## config.mk

```make
export PLATFORM = sky130hd
export DESIGN_NAME = kbd_scan_encoder
export DESIGN_NICKNAME = d
export VERILOG_FILES = /design/src/rtl/kbd_pkg.sv /design/src/rtl/kbd_scan_ctr.sv /design/src/rtl/kbd_key_track.sv /design/src/rtl/kbd_code_fifo.sv /design/src/rtl/kbd_scan_encoder.sv
export SDC_FILE = /design/constraint.sdc
export NUM_CORES = 1
export LEC_CHECK = 0
export BUFFER_PORTS_ARGS = -buffer_cell sky130_fd_sc_hd__buf_2
export CORE_MARGIN = 5
export CORE_UTILIZATION = 50
export DETAILED_ROUTE_END_ITERATION = 16
export GPL_TIMING_DRIVEN = 0
export PLACE_DENSITY = 0.66
export SETUP_SLACK_MARGIN = 0.4
export SLEW_MARGIN = 30
export SYNTH_ARGS = -nofsm -noshare
export SYNTH_HDL_FRONTEND = slang
export SYNTH_SLANG_ARGS = --single-unit
```

## constraint.sdc

```tcl
create_clock -name clk_i -period 3.48 [get_ports clk_i]
set_input_delay 0.174 -clock clk_i [delete_from_list [all_inputs] [get_ports clk_i]]
set_output_delay 0.174 -clock clk_i [all_outputs]
set_load 0.01 [all_outputs]
```

## src/rtl/kbd_pkg.sv

```systemverilog
package kbd_pkg;
  localparam int unsigned ROW_W  = 3;
  localparam int unsigned COL_W  = 3;
  localparam int unsigned SCAN_W = 4;
  localparam int unsigned CODE_W = ROW_W + COL_W + 2;

  typedef struct packed {
    logic             ctrl;
    logic             shift;
    logic [ROW_W-1:0] row;
    logic [COL_W-1:0] col;
  } key_code_t;
endpackage

```

## src/rtl/kbd_scan_ctr.sv

```systemverilog
module kbd_scan_ctr #(
  parameter int unsigned ROW_W = 3,
  parameter int unsigned COL_W = 3
) (
  input  logic             clk_i,
  input  logic             rst_ni,
  output logic [ROW_W-1:0] row_o,
  output logic [COL_W-1:0] col_o
);
  localparam logic [COL_W-1:0] COL_LAST = '1;

  always_ff @(posedge clk_i or negedge rst_ni) begin
    if (!rst_ni) begin
      row_o <= '0;
      col_o <= '0;
    end else begin
      col_o <= col_o + 1'b1;
      if (col_o == COL_LAST) row_o <= row_o + 1'b1;
    end
  end

  AST_ROW_HOLD: assert property (@(posedge clk_i) disable iff (!rst_ni)
    (col_o != COL_LAST) |=> $stable(row_o));
  AST_ROW_STEP: assert property (@(posedge clk_i) disable iff (!rst_ni)
    (col_o == COL_LAST) |=> (row_o == ROW_W'($past(row_o) + 1'b1)));
endmodule

```

## src/rtl/kbd_key_track.sv

```systemverilog
module kbd_key_track #(
  parameter int unsigned ROW_W = 3,
  parameter int unsigned COL_W = 3
) (
  input  logic             clk_i,
  input  logic             rst_ni,
  input  logic [ROW_W-1:0] row_i,
  input  logic [COL_W-1:0] col_i,
  input  logic             closed_i,
  input  logic             rollover_i,
  output logic             accept_o
);
  localparam int unsigned IDX_W  = ROW_W + COL_W;
  localparam int unsigned N_KEYS = 1 << IDX_W;

  logic [N_KEYS-1:0] seen_q;  // closed at previous pass
  logic [N_KEYS-1:0] held_q;  // accepted, awaiting release
  logic [IDX_W-1:0]  idx;

  assign idx = {row_i, col_i};

  always_comb begin
    accept_o = closed_i && seen_q[idx] && !held_q[idx]
               && (rollover_i || (held_q == '0));
  end

  always_ff @(posedge clk_i or negedge rst_ni) begin
    if (!rst_ni) begin
      seen_q <= '0;
      held_q <= '0;
    end else if (!closed_i) begin
      seen_q[idx] <= 1'b0;
      held_q[idx] <= 1'b0;
    end else begin
      seen_q[idx] <= 1'b1;
      if (accept_o) held_q[idx] <= 1'b1;
    end
  end

  AST_HELD_BLOCKS: assert property (@(posedge clk_i) disable iff (!rst_ni)
    (accept_o && closed_i) |=> (held_q != '0));
endmodule

```

## src/rtl/kbd_code_fifo.sv

```systemverilog
module kbd_code_fifo #(
  parameter int unsigned DEPTH = 8,
  parameter int unsigned WIDTH = 8
) (
  input  logic             clk_i,
  input  logic             rst_ni,
  input  logic             push_i,
  input  logic             pop_i,
  input  logic [WIDTH-1:0] wdata_i,
  output logic [WIDTH-1:0] rdata_o,
  output logic [$clog2(DEPTH+1)-1:0] count_o,
  output logic             full_o,
  output logic             empty_o
);
  localparam int unsigned PTR_W = $clog2(DEPTH);
  localparam int unsigned CNT_W = $clog2(DEPTH + 1);
  localparam logic [PTR_W-1:0] PTR_LAST = PTR_W'(DEPTH - 1);

  logic [WIDTH-1:0] mem_q [DEPTH];
  logic [PTR_W-1:0] wr_ptr_q, rd_ptr_q;
  logic [CNT_W-1:0] cnt_q;

  assign count_o = cnt_q;
  assign full_o  = (cnt_q == CNT_W'(DEPTH));
  assign empty_o = (cnt_q == '0);
  assign rdata_o = mem_q[rd_ptr_q];

  always_ff @(posedge clk_i) begin
    if (push_i) mem_q[wr_ptr_q] <= wdata_i;
  end

  always_ff @(posedge clk_i or negedge rst_ni) begin
    if (!rst_ni) begin
      wr_ptr_q <= '0;
      rd_ptr_q <= '0;
      cnt_q    <= '0;
    end else begin
      if (push_i) wr_ptr_q <= (wr_ptr_q == PTR_LAST) ? '0 : wr_ptr_q + 1'b1;
      if (pop_i)  rd_ptr_q <= (rd_ptr_q == PTR_LAST) ? '0 : rd_ptr_q + 1'b1;
      case ({push_i, pop_i})
        2'b10:   cnt_q <= cnt_q + 1'b1;
        2'b01:   cnt_q <= cnt_q - 1'b1;
        default: cnt_q <= cnt_q;
      endcase
    end
  end

  AST_NO_OVERFLOW: assert property (@(posedge clk_i) disable iff (!rst_ni)
    cnt_q <= CNT_W'(DEPTH));
  AST_POP_SHRINKS: assert property (@(posedge clk_i) disable iff (!rst_ni)
    (pop_i && !push_i) |=> (cnt_q == CNT_W'($past(cnt_q) - 1'b1)));
endmodule

```

## src/rtl/kbd_scan_encoder.sv

```systemverilog
module kbd_scan_encoder #(
  parameter int unsigned FIFO_DEPTH = 8
) (
  input  logic                       clk_i,
  input  logic                       rst_ni,
  input  logic [(1<<kbd_pkg::COL_W)-1:0] ret_i,
  input  logic                       shift_i,
  input  logic                       ctrl_i,
  output logic [kbd_pkg::SCAN_W-1:0] scan_o,
  input  logic                       cs_i,
  input  logic                       rd_i,
  input  logic                       wr_i,
  input  logic                       addr_i,
  input  logic [7:0]                 wdata_i,
  output logic [7:0]                 rdata_o,
  output logic                       irq_o
);
  import kbd_pkg::*;
  localparam int unsigned CNT_W = $clog2(FIFO_DEPTH + 1);

  logic [ROW_W-1:0] row;
  logic [COL_W-1:0] col;
  logic             accept, fifo_push, fifo_pop, full, empty;
  logic             mode_q, ovf_q;
  logic [CNT_W-1:0] count;
  logic [CODE_W-1:0] head;
  key_code_t        code;
  logic [7:0]       status;

  kbd_scan_ctr #(.ROW_W(ROW_W), .COL_W(COL_W)) u_scan (
    .clk_i(clk_i), .rst_ni(rst_ni), .row_o(row), .col_o(col));

  kbd_key_track #(.ROW_W(ROW_W), .COL_W(COL_W)) u_track (
    .clk_i(clk_i), .rst_ni(rst_ni), .row_i(row), .col_i(col),
    .closed_i(ret_i[col]), .rollover_i(mode_q), .accept_o(accept));

  assign code      = '{ctrl: ctrl_i, shift: shift_i, row: row, col: col};
  assign fifo_push = accept && !full;  // full at acceptance: code dropped
  assign fifo_pop  = cs_i && rd_i && !addr_i && !empty;

  kbd_code_fifo #(.DEPTH(FIFO_DEPTH), .WIDTH(CODE_W)) u_fifo (
    .clk_i(clk_i), .rst_ni(rst_ni), .push_i(fifo_push), .pop_i(fifo_pop),
    .wdata_i(code), .rdata_o(head), .count_o(count), .full_o(full),
    .empty_o(empty));

  always_ff @(posedge clk_i or negedge rst_ni) begin
    if (!rst_ni) begin
      mode_q <= 1'b0;
      ovf_q  <= 1'b0;
    end else begin
      if (cs_i && wr_i && addr_i) mode_q <= wdata_i[0];
      if (accept && full)              ovf_q <= 1'b1;
      else if (cs_i && rd_i && addr_i) ovf_q <= 1'b0;
    end
  end

  always_comb begin
    status = '0;
    status[CNT_W-1:0] = count;
    status[6] = mode_q;
    status[7] = ovf_q;
  end

  assign rdata_o = addr_i ? status : (empty ? 8'h00 : 8'(head));
  assign irq_o   = !empty;
  assign scan_o  = SCAN_W'(row);

  AST_DROP_FLAGS: assert property (@(posedge clk_i) disable iff (!rst_ni)
    (accept && full) |=> ovf_q);
  AST_IRQ_FALL: assert property (@(posedge clk_i) disable iff (!rst_ni)
    (fifo_pop && !fifo_push && count == CNT_W'(1)) |=> !irq_o);
  AST_IDLE_PORT: assert property (@(posedge clk_i) disable iff (!rst_ni)
    (!cs_i && !accept) |=> ($stable(count) && $stable(mode_q)));
endmodule

```

==> reports/results.txt, run 1 <==
Yosys printed 0 warnings. The worst setup path is captured at a register. Number of vias per cell: 5.85. Yosys attributes the largest share of cell area to sky130_fd_sc_hd__dfrtp_1 (34%), sky130_fd_sc_hd__edfxtp_1 (18%), sky130_fd_sc_hd__mux2_2 (5.6%). The tools report the highest clock rate as 296 MHz. The number of clock sinks seen by CTS was 210; the filler cell count in the final layout was 1639.

The cell area that synthesis handed to floorplanning was 0.0107 sq mm. Setup violations remaining at the end of the flow were counted as 0. The pre-antenna-repair detailed-routing pass consisted of 5 iterations. At the end of routability-driven placement, the weighted congestion stood at 0.939.

For the pin with the worst max-slew slack, the measured transition is 0.798 ns. The largest total area in the synthesized netlist belongs to sky130_fd_sc_hd__dfrtp_1. After clock tree synthesis, the clock-pin slew on the worst setup and hold paths is 0.06 ns.

Once layout is complete, the cells apart from fillers number 1339. The routed length per placed instance works out to 22.5 um. The run gives 50.9% as the initial core utilization. Summed over its instances, the top area cell type makes up 34.1% of the synthesized netlist area. On the final layout, the worst hold slack is 0.0155 ns.

The most used flip-flop cell after synthesis is sky130_fd_sc_hd__dfrtp_1. For this design the ratio of total power to cell area is 500 mW/mm^2. The multi-input combinational cells in the finished layout cover a total of 0.00474 sq mm. Entering global routing, the biggest net connects 78 pins. For this block, the initial DRC count from the detailed router was 731. The routed layout has 7834 vias. The placeable core area was 0.0210 sq mm; the number of remaining DRC errors was 0. The internal portion of the total power is 4.65 mW.

37 I/O pins were placed. Synthesis inferred 210 register bits. After detailed placement, the design holds a cell count of 1242. The final layout contains 1082 nets.

Among cell families on the critical path, the largest total delay comes from simple AND/OR/NAND/NOR gates. The async set-or-reset flop fraction in the synthesized netlist is 69.5%, and the register area is 0.00558 sq mm. The worst slew slack as a fraction of its limit was 46.5%.

The die is 156 um wide. The tools report the number of H-tree branching levels as 1. Dominant cell type by count on the critical path: sky130_fd_sc_hd__xor2_1. Relative area change from synthesis to final layout: 20.3%. The buffer levels on the longest clock path is 3.

The critical path goes through nor4_4 -> nand4_1 -> o41a_1 -> nor4b_2 -> nand3_2 -> nor2_4 -> inv_6 -> ha_4 -> xor2_1 -> ha_2 -> a21oi_2 -> xor2_1 -> nor2_1 -> xor2_1. After layout, the minimum clock period comes to 3.38 ns. The floorplan has 53 rows.

The worst path uses 97.0% of the clock period. The logs give 23 for the clock buffer count from CTS and 0 for the number of maximum-capacitance constraint violations. The die covers 0.0244 sq mm. The sequential fraction of design power is 44.9%, and the critical path data required time is 3.88 ns. The path class of the tightest hold or removal check is input pin to register.

The worst-skew pair later-pin latency was 0.52 ns; the number of failing hold endpoints at the final stage was 0. The detail route stage leaves a number of antenna-violating nets equal to 0. The part of the Yosys area used for sequential elements was 52.1%. After detailed routing, the total wire length is 30100 um.

The run gives 5.03 nW as the static power due to leakage. The clock group share of total power was 36.4%. STA classifies the critical path startpoint as a register. Yosys mapped a number of flops with a built-in enable equal to 64. By count the netlist is led by sky130_fd_sc_hd__dfrtp_1 (146), sky130_fd_sc_hd__nand2_1 (114), sky130_fd_sc_hd__o21ai_0 (76).

The run gives 3.78 ns as the arrival time of the worst setup path. The run gives 0.0137 ns as the worst clock skew. The run gives 0 as the remaining global-route overflow.

The largest individual stage delay along the critical path comes from the cell sky130_fd_sc_hd__dfrtp_1. The largest incremental delay on the critical path was 0.46 ns; the count of final max-slew check failures was 0. In this run the worst path has a maximum fanout of 8. The initial antenna violation count was 0. The floorplan step set the die height to 156 um. Buffers placed on the I/O ports in this run total 27. The tools report the highest ir drop seen on vdd as 0.439 mV. The via count of the first global-routing pass came out at 7823.

Critical path buffer and inverter count: 1. The cell sitting at the root of the clock tree is a sky130_fd_sc_hd__clkbuf_16. Setup repair after global routing could not meet its margin everywhere. The global-route usage over all layers was 24.7%; the global-route wire length before repair was 46300 um. The run finished with clean final reports. The run gives 1.79 mW as the switching power total.

The post-route netlist has 31.7% of its cells at a drive strength greater than 1. Per report_power, the combinational group accounts for 18.7% of the total. Each instance of the synthesized netlist takes up on average 11.4 sq um.

Antenna diode instance count: 0. The HPWL reported at the end of detailed placement is 19800 um, and the gate count after technology mapping is 937. Net switching is 27.7% of the power. TritonCTS built the clock tree. The most common cell in the synthesized netlist is sky130_fd_sc_hd__dfrtp_1. By startpoint and endpoint, the worst setup path is classified as register to register. Synthesis produced a netlist with a net count of 971. Yosys mapped the design onto 70 distinct sky130hd cell types.
area by class of cell:
type,count,share of cell area [%]
Buffer,54,3.83
Clock buffer,31,4.86
Clock inverter,10,0.661
Inverter,75,2.24
Multi-Input combinational cell,598,36.8
Sequential cell,210,43.4
Tap cell,275,2.67
Timing Repair Buffer,86,5.60
metrics by stage:
stage | util (%) | setup slack [ns] | power [mW] | TNS (ns) | cell area, sq um
after floorplan | - | 0.307 | 3.64 | 0 | 10800
after global placement | 53.4 | -0.924 | 3.96 | -68.84 | 11200
after detailed placement | 53.9 | -0.536 | 4.04 | -30.59 | 11300
after CTS | 60.2 | 0.145 | 6.46 | 0 | 12600
after global routing | 61.3 | -0.0217 | 6.71 | -0.0359 | 12900
final | 61.3 | 0.103 | 6.44 | 0 | 12900
layer usage:
| layer | global-route usage [%] | up-vias | wire [um] |
|---|---|---|---|
| met5 | 0.595 | - | 0 |
| met4 | 9.63 | 0 | 1230 |
| met3 | 4.45 | 79 | 2210 |
| met2 | 40.2 | 346 | 14300 |
| met1 | 33.1 | 3828 | 12400 |
| li1 | - | 3581 | - |
worst reg2reg max path, delay by kind of cell, from the launching register on:
kind	cells	cell delay [ns]
simple gates	6	1.41
compound gates	2	0.52
flops	1	0.46
xor+xnor	3	0.42
fa+ha+maj	2	0.37
buf+inv	1	0.08
layout by cell type, fill, tap and decap left out, drive strengths merged, types with 3 or more instances in the layout:
| cell type | Yosys | layout |
|---|---|---|
| dfrtp | 146 | 146 |
| nand2 | 114 | 114 |
| buf | 29 | 104 |
| o21ai | 78 | 78 |
| inv | 74 | 76 |
| a21oi | 70 | 70 |
| edfxtp | 64 | 64 |
| clkbuf | 25 | 61 |
| mux2i | 57 | 57 |
| mux2 | 55 | 55 |
| nor2 | 51 | 51 |
| mux4 | 25 | 25 |
| nor4 | 19 | 19 |
| a22oi | 15 | 15 |
| ha | 10 | 10 |
| nor3 | 10 | 10 |
| nand3 | 8 | 8 |
| dlygate4sd3 | 0 | 6 |
| a221oi | 6 | 6 |
| and3 | 5 | 5 |
| xor2 | 5 | 5 |
| nor2b | 5 | 5 |
| clkinv | 1 | 5 |
| nand2b | 4 | 4 |
| a31oi | 4 | 4 |
| nand4 | 4 | 4 |
| or2 | 4 | 4 |
| nand3b | 4 | 4 |
| nor3b | 4 | 4 |
| or3b | 3 | 3 |
| and3b | 3 | 3 |
| a211oi | 3 | 3 |
| clkinvlp | 0 | 3 |
| o221ai | 3 | 3 |
| o22ai | 3 | 3 |
| and2 | 3 | 3 |
power groups by stage:
stage          logic [mW]  clock network (mW)  registers (mW)
2_1_floorplan       0.763                   0            2.88
3_3_place_gp         1.05                   0            2.91
3_5_place_dp         1.11                   0            2.93
4_1_cts              1.19                2.38            2.89
5_1_grt              1.32                2.48            2.91
6_report             1.20                2.35            2.89
final timing paths:
path	from	endpoint	slack (ns)	cells past startpoint
setup / recovery	register	u_fifo.count_o[2]	0.10	14
hold / removal	wr_i	mode_q	0.02	3
setup reg to reg	register	u_fifo.count_o[2]	0.10	14
hold reg to reg	register	register	0.48	2
max in group asynchronous	rst_ni	async pin	2.45	3
min in group asynchronous	rst_ni	async pin	0.21	2
logic make-up (layout without fill, tap and decap cells):
| logic type | Yosys count | count (layout) | share of synthesized area [%] |
|---|---|---|---|
| AOI/OAI and AO/OA | 199 | 199 | 12.6 |
| xor gates and xnor gates | 7 | 7 | 0.573 |
| adders and majority gates | 10 | 10 | 1.17 |
| buffers and inverters | 129 | 256 | 6.17 |
| DFF | 210 | 210 | 52.1 |
| muxes | 137 | 137 | 16.4 |
| other | 1 | 1 | 0.0350 |
| and+or+nand+nor | 244 | 244 | 11.0 |
repair_timing:
item                       CTS  global route
cloned                       0             2
hold buffers                 6             0
setup endpoints to repair  174           153
gates resized for setup     51            31
setup buffers               38             9
hold endpoints to repair    87             0
pin swaps                   21            12
Power figures use the tool's default switching activity.
==> inputs of run 2 (changes only) <==
- PLACE_DENSITY: 0.66 -> 0.77
==> run 2 against run 1 <==
The run now ends with negative setup slack left. Combinational power increased by 8%. Clock skew is 0.020 ns higher. Hold slack improved by 0.00061 ns. Worst setup slack lost 0.18 ns. Sequential power barely moved. Count of clock-buffer cells in the layout up 4.
==> reports/results.txt, run 2 (synthesized netlist as in run 1, its figures left out) <==
The transition time of the tightest slew-check pin is 0.729 ns. The peak-usage layer in the global routing report was met2. The period utilization came out at 102%. Of the total power, combinational logic draws 19.3%. The number of maximum-capacitance constraint violations is 0, and the global placer's final weighted congestion is 0.946. Largest fanout on the critical path: 4. The number of remaining DRC errors is 0, and the critical path data required time is 3.90 ns.

The width of the chip works out to 156 um. Dividing the detail-routed via count by the number of cells gives 6.08. Timing would allow up to 281 MHz. For met1 alone, demand over resource in global routing was 31.9%.

Once the floorplan was initialized, standard cells occupied 50.9% of the core. The internal portion of the total power is 4.86 mW. For the worst slew slack as a fraction of its limit, the log shows 51.3%. The final worst slack was -0.0780 ns. For the worst-skew pair, the clock arrives at the later sink with an insertion delay of 0.52 ns. The final net count was 1092.

The kind of end point of the critical path was a register. The leading cell type in the layout, fill and taps excluded was sky130_fd_sc_hd__dfrtp_1. Summed over all layers, the routed wires come to 30800 um.

In the final layout, the multi-input gates occupy 0.00479 sq mm. The sequential fraction of design power is 43.3%. The logs give 8252 for the via count of the first global-routing pass and 0.0131 sq mm for the post-route cell area. The final reports fail on negative setup slack. No sink is reached through more buffers than the 3 on the longest clock path. The worst clock skew is 0.0337 ns. The run finished, with violations left. The switching power total came out at 1.84 mW. Summed over all cells, the static leakage comes to 5.15 nW. The area growth from synthesis to layout is 22.3%. The die footprint was 0.0244 sq mm; the sum of negative setup slack was -0.225 ns. Clock group share of total power: 37.3%.

The first global-routing pass estimated 47000 um of wire. For this design the top-level I/O count stands at 37. The count of nets left with antenna violations after detail routing is 0. The clock period minus final worst setup slack was 3.56 ns. The filler cells instantiated in the layout total 1574.

For this run the aggregate overflow at the end of global routing stands at 0. STA classifies the critical path startpoint as a register. The placeable core area was 0.0210 sq mm. The worst setup path is of the register to register kind. After floorplanning, the core was divided into 53 placement rows. The logs give 0 for the number of failing hold endpoints at the final stage and 62.3% for the final design utilization. The arrival time of the worst setup path is 3.98 ns.

The tightest min-delay check is of the input pin to register type. Leaving out fill and tap cells, the most frequent cells in the layout are sky130_fd_sc_hd__dfrtp_1 (139), sky130_fd_sc_hd__nand2_1 (114), sky130_fd_sc_hd__o21ai_0 (75). For this design, the sink count on the clock tree is 210. Excluding fillers, the count of instances in the completed layout stands at 1349. After detailed routing, the average wire length per cell comes to 22.8 um.

The post-route netlist has 32.8% of its cells at a drive strength greater than 1. The clock root buffer is sky130_fd_sc_hd__clkbuf_16. The post-place setup slack is -0.479 ns, and the global-route usage over all layers is 25.0%. The tools report the register area as 0.00559 sq mm. Port buffering added 27 buffers. Of the total power, the share spent switching nets is 27.4%. The clock-pin slew reported for the worst setup and hold paths after clock tree synthesis was 0.06 ns.

In this run the cell area measured after placement is 0.0113 sq mm. Setup violations remaining at the end of the flow were counted as 14. In the global route stage, met3 resource usage came out at 5.72%. For the met2 routing resource usage after global routing, the log shows 40.5%. The tools report the clock buffer count from CTS as 23.

The power density over the cells came out at 512 mW/mm^2. The repair_antennas step left the layout with diodes totalling 0. The die is 156 um tall.

Highest ir drop seen on vdd: 0.431 mV. TritonCTS built the clock tree. The initial antenna violation count was 0. Number of H-tree branching levels: 1. The run gives 0 as the count of final max-slew check failures.

The HPWL reported at the end of detailed placement is 19100 um, and the largest net degree at the start of global routing is 80. Setup repair after global routing could not meet its margin everywhere. Before antenna repair, the detailed router went through 5 iterations. The via total after detailed routing was 8207. Once placement completed, the tool counted placed cells totaling 1240. The first routing iteration left 928 violations.
run 2: metal layers:
metal / routed length, um / share of wire, %
met2: 14500 / 47
met3: 3100 / 10
met1: 11600 / 38
met4: 1580 / 5.1
met5: 0 / 0
run 2: power groups by stage:
stage	logic [mW]	clock network, mW	registers [mW]
2_1_floorplan	0.763	0	2.88
3_3_place_gp	1.03	0	2.90
3_5_place_dp	1.10	0	2.93
4_1_cts	1.22	2.52	2.89
5_1_grt	1.39	2.63	2.92
6_report	1.30	2.50	2.90
run 2: final timing paths:
kind | startpoint | endpoint | slack, ns | cells past startpoint
worst max-delay path | register | u_fifo.count_o[2] | -0.08 | 14
worst min-delay path | cs_i | ovf_q | 0.02 | 4
worst max register to register | register | u_fifo.count_o[2] | -0.08 | 14
worst min register to register | register | register | 0.48 | 2
max in group asynchronous | rst_ni | u_scan.col_o[1] | 2.46 | 3
min in group asynchronous | rst_ni | u_fifo.rd_ptr_q[1] | 0.22 | 2
run 2: stage by stage:
stage	power [mW]	hold slack, ns
after floorplan	3.64	-0.122
after global placement	3.94	0.413
after detailed placement	4.03	0.170
after CTS	6.63	0.00634
after global routing	6.94	0.0339
final	6.70	0.0161
run 2: what timing repair did:
action,4_1_cts,5_1_grt
setup endpoints to repair,141,138
hold buffers,5,0
gates resized for setup,57,46
buffers inserted,46,16
pin swaps,27,14
cloned,1,0
hold endpoints to repair,85,0
run 2: worst max-delay path, cell delays in order, from the launching register on:
cell	delay, ns
sky130_fd_sc_hd__dfrtp_1	0.42
sky130_fd_sc_hd__nor4_1	0.42
sky130_fd_sc_hd__nand4_1	0.24
sky130_fd_sc_hd__o41a_1	0.46
sky130_fd_sc_hd__nor4b_2	0.35
sky130_fd_sc_hd__nand3_2	0.19
sky130_fd_sc_hd__nor2_4	0.19
sky130_fd_sc_hd__clkinv_4	0.10
sky130_fd_sc_hd__ha_4	0.17
sky130_fd_sc_hd__xor2_1	0.18
sky130_fd_sc_hd__ha_2	0.22
sky130_fd_sc_hd__a21oi_2	0.04
sky130_fd_sc_hd__xor2_1	0.15
sky130_fd_sc_hd__nor2_1	0.15
sky130_fd_sc_hd__xor2_1	0.17
run 2: final cells by class:
class | count | share of cell area, %
flip-flops and latches | 210 | 42.7
multi-input cells | 598 | 36.6
repair buffers | 96 | 6.33
clock buffers | 35 | 4.97
plain buffers | 54 | 3.73
well taps | 275 | 2.63
inverters | 75 | 2.22
clock inverters | 6 | 0.860
==> inputs of run 3 (changes only) <==
- ABC_AREA: not set -> 1
- CORE_UTILIZATION: 50 -> 35
- PLACE_DENSITY: 0.77 -> 0.6
==> run 3 against run 2 <==
The run now ends clean. Synthesized cell count is 47% higher. Combinational power is 25% lower. Flip-flop and latch count stayed put.
==> reports/results.txt, run 3 <==
The flow ran to the end, and the final reports show no timing, DRC or antenna violations. The number of port buffers works out to 28. The highest clock rate is 336 MHz, and the relative area change from synthesis to final layout is 16.1%. The height of the chip works out to 186 um. Leading register cell type out of synthesis: sky130_fd_sc_hd__dfrtp_1. The number of flops mapped to enable cells by yosys is 64, and the met2 routing resource usage after global routing is 31.6%.

The floorplan has 64 rows. For the via count of the first global-routing pass, the log shows 9342. Count of final max-slew check failures: 0. The worst setup path is launched from a register. The largest fanout on the critical path was 11.

Of all cell types, the one taking the most synthesized area is sky130_fd_sc_hd__dfrtp_1. Cells fill 41.2% of the core in the end. The HPWL reported at the end of detailed placement was 21600 um; the number of maximum-capacitance constraint violations was 0. The async set-or-reset flop fraction in the synthesized netlist came out at 69.5%. The peak-usage layer in the global routing report was met2. Summing all multi-input logic gate instances after layout gives 0.00428 sq mm. Once detail routing completed, the nets flagged for antenna violations numbered 0. Entering global routing, the biggest net connects 82 pins. STA classifies the critical path endpoint as a register. For met1 alone, demand over resource in global routing was 25.2%.

The proportion of layout cells with a drive suffix above 1 works out to 10.4%. The sequential cells in the finished layout cover a total of 0.00558 sq mm. The cell count after synthesis came out at 1373. TritonCTS built the clock tree. Across the routed clock network, the largest skew measured is 0.0241 ns. For the number of H-tree branching levels, the log shows 1. By startpoint and endpoint, the worst setup path is classified as register to register.

The filler cell count in the final layout is 3113, and the total placed cells including tap cells is 1798. The critical path data required time is 3.86 ns. Number of failing hold endpoints at the final stage: 0. Headroom to the max-slew limit came out at 33.7%. The final net count was 1474; the width of the chip was 186 um. Dividing the detail-routed wire length by the instance count gives 17.6 um.

Number of different library cells in the post-synthesis netlist: 31. The congestion estimate from routability-driven global placement came to 0.859. The post-synthesis net count was 1407. The first TritonRoute pass finished after 5 iterations. The tools report the placeable core area as 0.0306 sq mm. The first-iteration detailed-routing DRC count came out at 774.

Leaving out fill and tap cells, the most frequent cells in the layout are sky130_fd_sc_hd__nand2_1 (275), sky130_fd_sc_hd__nor2_1 (258), sky130_fd_sc_hd__inv_1 (172). After synthesis the cells add up to 0.0108 sq mm. For this block, the via count after detailed routing is 9618. Yosys attributes the largest share of cell area to sky130_fd_sc_hd__dfrtp_1 (34%), sky130_fd_sc_hd__edfxtp_1 (18%), sky130_fd_sc_hd__nand2_1 (9.5%).

The logs give 18.9% for the global-route usage over all layers and 0.53 ns for the worst-skew pair later-pin latency. The run gives 0 as the remaining global-route overflow. The worst path in the final design needs a cycle of 2.98 ns, including I/O delays and setup.

sky130_fd_sc_hd__nand2_1 is the most common cell in the netlist. The finished layout holds 1852 standard cells, fillers aside. For the initial antenna violation count, the log shows 0. The worst hold path belongs to the class input pin to register.

The initial core utilization is 35.5%. The arrival time of the worst setup path was 3.36 ns; the power density over the cells was 501 mW/mm^2. The logs give 24 for the clock buffer count from CTS and 3 for the buffer levels on the longest clock path. Total I/O pin count: 37. For this run, the number of Yosys warnings is 0.

In this run, synthesis produced a sequential element count of 210. For this design the static power due to leakage is 5.54 nW. The die footprint came out at 0.0346 sq mm. The run gives 6.30 mW as the overall power after layout. After clock tree synthesis, the clock-pin slew on the worst setup and hold paths is 0.06 ns.

Part of the Yosys area used for sequential elements: 51.4%. In the finished design, the share of the clock period the worst path needs comes to 85.6%. Of the post-synthesis cell area, the dominant cell type holds 33.7%. The placed instances occupy a cell area of 0.0115 sq mm. Sorting the synthesized cells by how often they occur yields sky130_fd_sc_hd__nand2_1 (275), sky130_fd_sc_hd__nor2_1 (261), sky130_fd_sc_hd__inv_1 (172). The first global-routing pass estimated 51500 um of wire. Leaving out fill and tap cells, the most frequent cell in the layout is sky130_fd_sc_hd__nand2_1. The run gives 32600 um as the final wirelength.

Setup repair after global routing could not meet its margin everywhere. At the pin with the least slew margin, the transition time is 0.991 ns. For met3 alone, demand over resource in global routing was 2.54%. For the antenna diode instance count, the log shows 0. In this run the mean area of a mapped cell was 7.90 sq um. VDD sags by at most 0.320 mV.

Setup violations remaining at the end of the flow were counted as 0. For this run, design rule violations remaining after detail routing come to 0. Dividing the detail-routed via count by the number of cells gives 5.19. The clock net in this run drives a total of 210 sinks. Clock tree synthesis selected as its root buffer the cell sky130_fd_sc_hd__clkbuf_16. After routing the design area is 0.0126 sq mm.
==> run 3: changes by cell type after synthesis, moves of 57 or more <==
cell / before / now
sky130_fd_sc_hd__inv_1: 72 / 172
sky130_fd_sc_hd__mux2i_1: 57 / 0
sky130_fd_sc_hd__nand2_1: 114 / 275
sky130_fd_sc_hd__a21oi_1: 20 / 98
sky130_fd_sc_hd__nand4_1: 4 / 68
sky130_fd_sc_hd__nor2_1: 50 / 261
==> run 3: cell type report <==
class / instances / share of cell area, %
Clock inverter: 6 / 0.457
Buffer: 70 / 3.70
Timing Repair Buffer: 40 / 2.15
Inverter: 179 / 5.38
Multi-Input combinational cell: 915 / 34.0
Clock buffer: 36 / 6.03
Tap cell: 396 / 3.94
Sequential cell: 210 / 44.3
==> run 3: through the flow <==
step	setup TNS [ns]	hold WS, ns	setup WS [ns]
2_1_floorplan	0	-0.122	0.772
6_report	0	0.0336	0.502
4_1_cts	0	0.0187	0.408
3_5_place_dp	-5.32	0.167	-0.195
3_3_place_gp	-17.52	0.423	-0.133
5_1_grt	0	0.0673	0.357
==> run 3: logic make-up after synthesis <==
| logic type | Yosys count | synth area share, % |
|---|---|---|
| AOI/OAI and AO/OA | 205 | 10.2 |
| and+or+nand+nor | 691 | 26.6 |
| DFF | 210 | 51.4 |
| xor gates and xnor gates | 7 | 0.565 |
| other | 1 | 0.0346 |
| adders and majority gates | 10 | 1.15 |
| buffers and inverters | 249 | 10.0 |
==> run 3: power breakdown <==
part | internal (mW) | total (mW) | leakage (nW) | switching [mW]
Combinational | 0.329 | 0.975 | 2.90 | 0.646
Sequential | 2.63 | 2.73 | 2.24 | 0.0934
Clock | 1.58 | 2.60 | 0.403 | 1.03
Total | 4.54 | 6.30 | 5.54 | 1.77
==> run 3: worst paths after layout <==
check	from	depth (start not counted)	slack, ns	endpoint
min in group asynchronous	rst_ni	2	0.18	async pin
setup / recovery	u_scan.col_o[2]	16	0.50	u_fifo.count_o[2]
hold / removal	rd_i	4	0.03	ovf_q
hold reg to reg	register	2	0.51	register
max in group asynchronous	rst_ni	3	2.45	u_fifo.count_o[2]
setup reg to reg	u_scan.col_o[2]	16	0.50	u_fifo.count_o[2]
==> run 3: timing repair <==
| item | CTS | global route |
|---|---|---|
| gates cloned | 1 | 0 |
| buffers inserted | 6 | 1 |
| endpoints found under the setup margin | 68 | 67 |
| endpoints found under the hold margin | 82 | 0 |
| hold buffers | 4 | 0 |
| gates resized for setup | 33 | 18 |
| pin swaps | 5 | 1 |
==> run 3: critical path: stages, from the launching register on <==
cell	delay (ns)
sky130_fd_sc_hd__dfrtp_2	0.47
sky130_fd_sc_hd__buf_2	0.24
sky130_fd_sc_hd__nor2_4	0.29
sky130_fd_sc_hd__o211ai_1	0.14
sky130_fd_sc_hd__nand2_1	0.09
sky130_fd_sc_hd__o21ai_1	0.08
sky130_fd_sc_hd__nand2_1	0.10
sky130_fd_sc_hd__nor2_1	0.05
sky130_fd_sc_hd__nand2_2	0.12
sky130_fd_sc_hd__nand4_1	0.16
sky130_fd_sc_hd__buf_6	0.19
sky130_fd_sc_hd__ha_4	0.18
sky130_fd_sc_hd__xor2_2	0.16
sky130_fd_sc_hd__ha_1	0.19
sky130_fd_sc_hd__a21oi_1	0.15
sky130_fd_sc_hd__xnor2_1	0.13
sky130_fd_sc_hd__o21ai_0	0.09
==> run 3: layer usage <==
layer	wire length (um)	up-vias
met4	1200	0
met2	15100	306
met5	0	-
met1	14200	4622
met3	2030	81
li1	-	4609
